==> src/rtl/pcm_frame_rx.sv <==
module pcm_frame_rx #(
  parameter int SAMPLE_W  = 16,
  parameter int SLOT_BITS = 32
) (
  input  logic                clk,
  input  logic                rst_n,
  input  logic [1:0]          mode_i,
  input  logic                bclk_i,
  input  logic                ws_i,
  input  logic                sd_i,
  output logic [SAMPLE_W-1:0] left_o,
  output logic [SAMPLE_W-1:0] right_o,
  output logic                valid_o
);
  localparam int CW = $clog2(SLOT_BITS) + 1;
  localparam logic [CW-1:0] CNT_MAX  = '1;
  localparam logic [CW-1:0] RJ_DELAY = CW'(SLOT_BITS - SAMPLE_W);

  function automatic logic is_left(input logic [1:0] m, input logic w);
    return (m == 2'd1) ? ~w : w;
  endfunction

  logic [1:0] bclk_sy, ws_sy, sd_sy;
  logic       bclk_q, armed_q, ws_prev_q, chan_left_q, left_done_q;
  logic [1:0] mode_q;
  logic [CW-1:0] cnt_q;
  logic [SAMPLE_W-1:0] shreg_q, left_hold_q;

  wire bclk_s = bclk_sy[1];
  wire ws_s   = ws_sy[1];
  wire sd_s   = sd_sy[1];

  wire rise_w    = bclk_s & ~bclk_q;
  wire ws_edge_w = rise_w & armed_q & (ws_s ^ ws_prev_q);

  wire [1:0] mode_nxt  = is_left(mode_i, ws_s) ? mode_i : mode_q;
  wire       new_left  = is_left(mode_nxt, ws_s);
  wire [1:0] mode_use  = ws_edge_w ? mode_nxt : mode_q;
  wire       left_use  = ws_edge_w ? new_left : chan_left_q;

  logic [CW-1:0] pos, delay;
  always_comb begin
    if (ws_edge_w)           pos = '0;
    else if (cnt_q == CNT_MAX) pos = CNT_MAX;
    else                     pos = cnt_q + 1'b1;
    case (mode_use)
      2'd0:    delay = RJ_DELAY;
      2'd1:    delay = CW'(1);
      default: delay = '0;
    endcase
  end

  wire in_win = (pos >= delay) && (pos < delay + CW'(SAMPLE_W));
  wire last   = (pos == delay + CW'(SAMPLE_W - 1));
  wire [SAMPLE_W-1:0] word = {shreg_q[SAMPLE_W-2:0], sd_s};

  always_ff @(posedge clk) begin
    if (!rst_n) begin
      bclk_sy <= '0;
      ws_sy   <= '0;
      sd_sy   <= '0;
      bclk_q  <= 1'b0;
    end else begin
      bclk_sy <= {bclk_sy[0], bclk_i};
      ws_sy   <= {ws_sy[0], ws_i};
      sd_sy   <= {sd_sy[0], sd_i};
      bclk_q  <= bclk_s;
    end
  end

  always_ff @(posedge clk) begin
    if (!rst_n) begin
      armed_q     <= 1'b0;
      ws_prev_q   <= 1'b0;
      chan_left_q <= 1'b0;
      left_done_q <= 1'b0;
      mode_q      <= 2'd0;
      cnt_q       <= CNT_MAX;
      shreg_q     <= '0;
      left_hold_q <= '0;
      left_o      <= '0;
      right_o     <= '0;
      valid_o     <= 1'b0;
    end else begin
      valid_o <= 1'b0;
      if (rise_w) begin
        armed_q   <= 1'b1;
        ws_prev_q <= ws_s;
        cnt_q     <= pos;
        if (ws_edge_w) begin
          mode_q      <= mode_nxt;
          chan_left_q <= new_left;
          if (new_left) left_done_q <= 1'b0;
        end
        if (in_win) shreg_q <= word;
        if (in_win && last) begin
          if (left_use) begin
            left_hold_q <= word;
            left_done_q <= 1'b1;
          end else if (left_done_q && !(ws_edge_w && new_left)) begin
            left_o      <= left_hold_q;
            right_o     <= word;
            valid_o     <= 1'b1;
            left_done_q <= 1'b0;
          end
        end
      end
    end
  end
endmodule

==> config.mk <==
export PLATFORM = sky130hd
export DESIGN_NAME = pcm_frame_rx
export DESIGN_NICKNAME = d
export VERILOG_FILES = /design/src/rtl/pcm_frame_rx.sv
export SDC_FILE = /design/constraint.sdc
export NUM_CORES = 1
export LEC_CHECK = 0
export ABC_AREA = 1
export CORE_ASPECT_RATIO = 0.5
export CORE_MARGIN = 2
export CORE_UTILIZATION = 60
export DETAILED_ROUTE_END_ITERATION = 10
export PLACE_DENSITY = 0.86
export SETUP_SLACK_MARGIN = 0.4
export SLEW_MARGIN = 5
export SYNTH_ARGS = -nofsm -noshare
export SYNTH_HDL_FRONTEND = slang
export SYNTH_SLANG_ARGS = --single-unit
==> constraint.sdc <==
create_clock -name clk -period 4.2 [get_ports clk]
set_input_delay 0.84 -clock clk [delete_from_list [all_inputs] [get_ports clk]]
set_output_delay 0.84 -clock clk [all_outputs]
set_load 0.03 [all_outputs]
==> results.sh <==
export IMPL_gr_total_overflow=0
export IMPL_synth_avg_cell_area_um2=6.794
export IMPL_slew_headroom_pct=45.96
export IMPL_outcome="finished clean"
export IMPL_drtAntennaViolNets=0
export IMPL_nNetsFinal=575
export IMPL_r2r_start="ws_sy[1]"
export IMPL_die_y_um=58.78
export IMPL_p_per_area_mw_per_mm2=416.0
export IMPL_setup_violations=0
export IMPL_grt_first_pass_wirelength_um=12270
export IMPL_clk_pin_slew_worst_paths_ns=0.06
export IMPL_clkLatencyLatePin_ns=0.34
export IMPL_cts_buffers=9
export IMPL_dp_hpwl_um=4881
export IMPL_finClkSkew_ns=0.007080
export IMPL_criticalPathCategory="in2reg"
export IMPL_synth_distinct_cells=26
export IMPL_slew_viol_final=0
export IMPL_drive_above_1_share_pct=6.184
export IMPL_io_pins=40
export IMPL_antenna_found_initial=0
export IMPL_cts_path_max_buffers=2
export IMPL_r2r_end="left_hold_q[9]"
export IMPL_layout_commonest_cell="nand2_1"
export IMPL_cts_root_buf="clkbuf_16"
export IMPL_grt_pass1_vias=2711
export IMPL_grt_max_degree=58
export IMPL_viasPerCell=4.989
export IMPL_drtPass1Iterations=5
export IMPL_cts_tree="done"
export IMPL_rows=19
export IMPL_antenna_cells=0
export IMPL_drt_wl_total_um=7357
export IMPL_r2r_cells=19
export IMPL_crit_path_end="left_hold_q[9]"
export IMPL_fin_crit_sh_pct=84.44
export IMPL_ys_ff_latch=83
export IMPL_syn_num_nets=543
export IMPL_seq_area_frac_synth_pct=46.14
export IMPL_core_mm2=0.005634
export IMPL_vdd_drop_max_uv=303.3
export IMPL_reg2reg_slack_ns=1.08
export IMPL_fin_util_pct=76.90
export IMPL_setup_tns_ns=0
export IMPL_die_w_um=113.6
export IMPL_drc=0
export IMPL_crit_arrival_ns=3.76
export IMPL_grt_usage_pct=23.78
export IMPL_routabilityCongestion=0.9303
export IMPL_layout_common_cells="nand2_1 (154), nor2_1 (94), dfxtp_1 (83)"
export IMPL_hold_violations=0
export IMPL_port_buffers=39
export IMPL_clock_fmax_ghz=0.2820
export IMPL_hold_class="reg2reg"
export IMPL_cts_max_level=3
export IMPL_drtIter0Drc=235
export IMPL_crit_path_max_fanout=28
export IMPL_vias=3188
export IMPL_worst_pin_slew_ns=0.8056
export IMPL_wl_per_cell_um=11.51
export IMPL_area_growth_pct=20.33
export IMPL_leakage_nw=2.213
export IMPL_start_kind="input pin"
export IMPL_setup_worst_path_start="mode_i[1]"
export IMPL_min_path_cells=2
export IMPL_cap_violations=0
export IMPL_worstPathRequired_ns=4.41
export IMPL_finalCriticalPeriod_ns=3.546
export IMPL_mappedNetlistArea_mm2=0.003601
export IMPL_initial_utilization_pct=63.91
export IMPL_dieArea_mm2=0.006675
export IMPL_grt_setup_unrepaired="true"
export IMPL_syn_inst=530
export IMPL_clock_sinks=83
export IMPL_end_kind="flop"
export IMPL_synth_warnings=0
power breakdown:
group          internal, W  switching (W)  leakage, nW
Clock             0.000594       0.000299        0.166
Combinational    0.0000348      0.0000742         1.38
Sequential        0.000795     0.00000608        0.671
synthesized netlist by cell type (all sizes together):
library cell	instances	share of area [%]
clkbuf	11	1.1
buf	11	2.4
xnor2	1	0.24
o21ai	25	3.5
o21bai	1	0.21
nor2	97	10
clkinv	1	0.10
nor3	15	2.1
nand4	3	0.52
or2	1	0.17
a21oi	26	3.6
nand3	20	3.1
dfxtp	83	46
nand2	157	17
nand3b	1	0.21
ha	6	2.1
inv	71	7.4
layout make-up:
type	instances	area, um^2
Multi-Input combinational cell	353	1553
Clock inverter	4	98.84
Clock buffer	11	242.7
Inverter	72	270.3
Timing Repair Buffer	43	415.4
Tap cell	73	91.34
Sequential cell	83	1662
Fill cell	421	1301
worst min path at each step:
stage          startpoint          to
2_1_floorplan  bclk_sy[0]  bclk_sy[1]
3_3_place_gp     ws_sy[0]    ws_sy[1]
3_5_place_dp   bclk_sy[0]  bclk_sy[1]
4_1_cts        bclk_sy[0]  bclk_sy[1]
5_1_grt        bclk_sy[0]  bclk_sy[1]
6_report       bclk_sy[0]  bclk_sy[1]
worst max-delay path, stage by stage:
cell	delay [ns]
clkdlybuf4s50_1	0.48
inv_1	0.07
nand2_1	0.06
nand2_1	0.04
nand3_1	0.11
nand3_1	0.10
nand2_2	0.10
inv_1	0.04
nor2_1	0.17
inv_1	0.09
ha_1	0.30
a21oi_1	0.19
inv_1	0.06
a21oi_1	0.12
nand2_1	0.08
inv_1	0.07
nand3_2	0.16
buf_4	0.28
nor3_1	0.30
nor2_1	0.09
sequential cells by signal, summed over array words and instances, names as in the netlist:
signal	cells
shreg_q	15
bclk_q	1
chan_left_q	1
sd_sy	2
mode_q	2
ws_sy	2
right_o	16
armed_q	1
left_done_q	1
bclk_sy	2
valid_o	1
left_hold_q	16
left_o	16
cnt_q	6
ws_prev_q	1
per-stage QoR:
stage / hold slack [ns] / total power, W / setup slack (ns) / std cells / instance area (um^2)
2_1_floorplan: 0.3905 / 0.0008987 / 1.245 / 530 / 3601
3_5_place_dp: 0.4010 / 0.0009239 / 0.3986 / 624 / 3986
5_1_grt: 0.4333 / 0.001858 / 0.3998 / 639 / 4333
3_3_place_gp: 0.3918 / 0.0009223 / 0.4223 / 624 / 3986
4_1_cts: 0.4126 / 0.001809 / 0.6657 / 639 / 4328
6_report: 0.4058 / 0.001803 / 0.6535 / 639 / 4333
cell families after synthesis:
kind of cell               Yosys count  synth area share, %
and+or+nand+nor                    294                33.22
buffers and inverters               94                11.01
DFF                                 83                46.14
AOI/OAI and AO/OA                   52                7.297
adders and majority gates            6                2.085
xor gates and xnor gates             1               0.2433
per-layer routing:
metal | global-route usage, % | vias to the layer above | share of wire, %
li1 | - | 1672 | -
met1 | 31.16 | 1432 | 48
met2 | 37.21 | 72 | 44
met3 | 7.724 | 12 | 6.2
met4 | 9.233 | 0 | 1.6
met5 | 0 | - | 0
timing repair:
action / CTS / global route
gates resized for setup: 0 / 1
hold buffers: 0 / 0
setup buffers: 0 / 0
setup endpoints to repair: 0 / 1
Power figures use the tool's default switching activity.
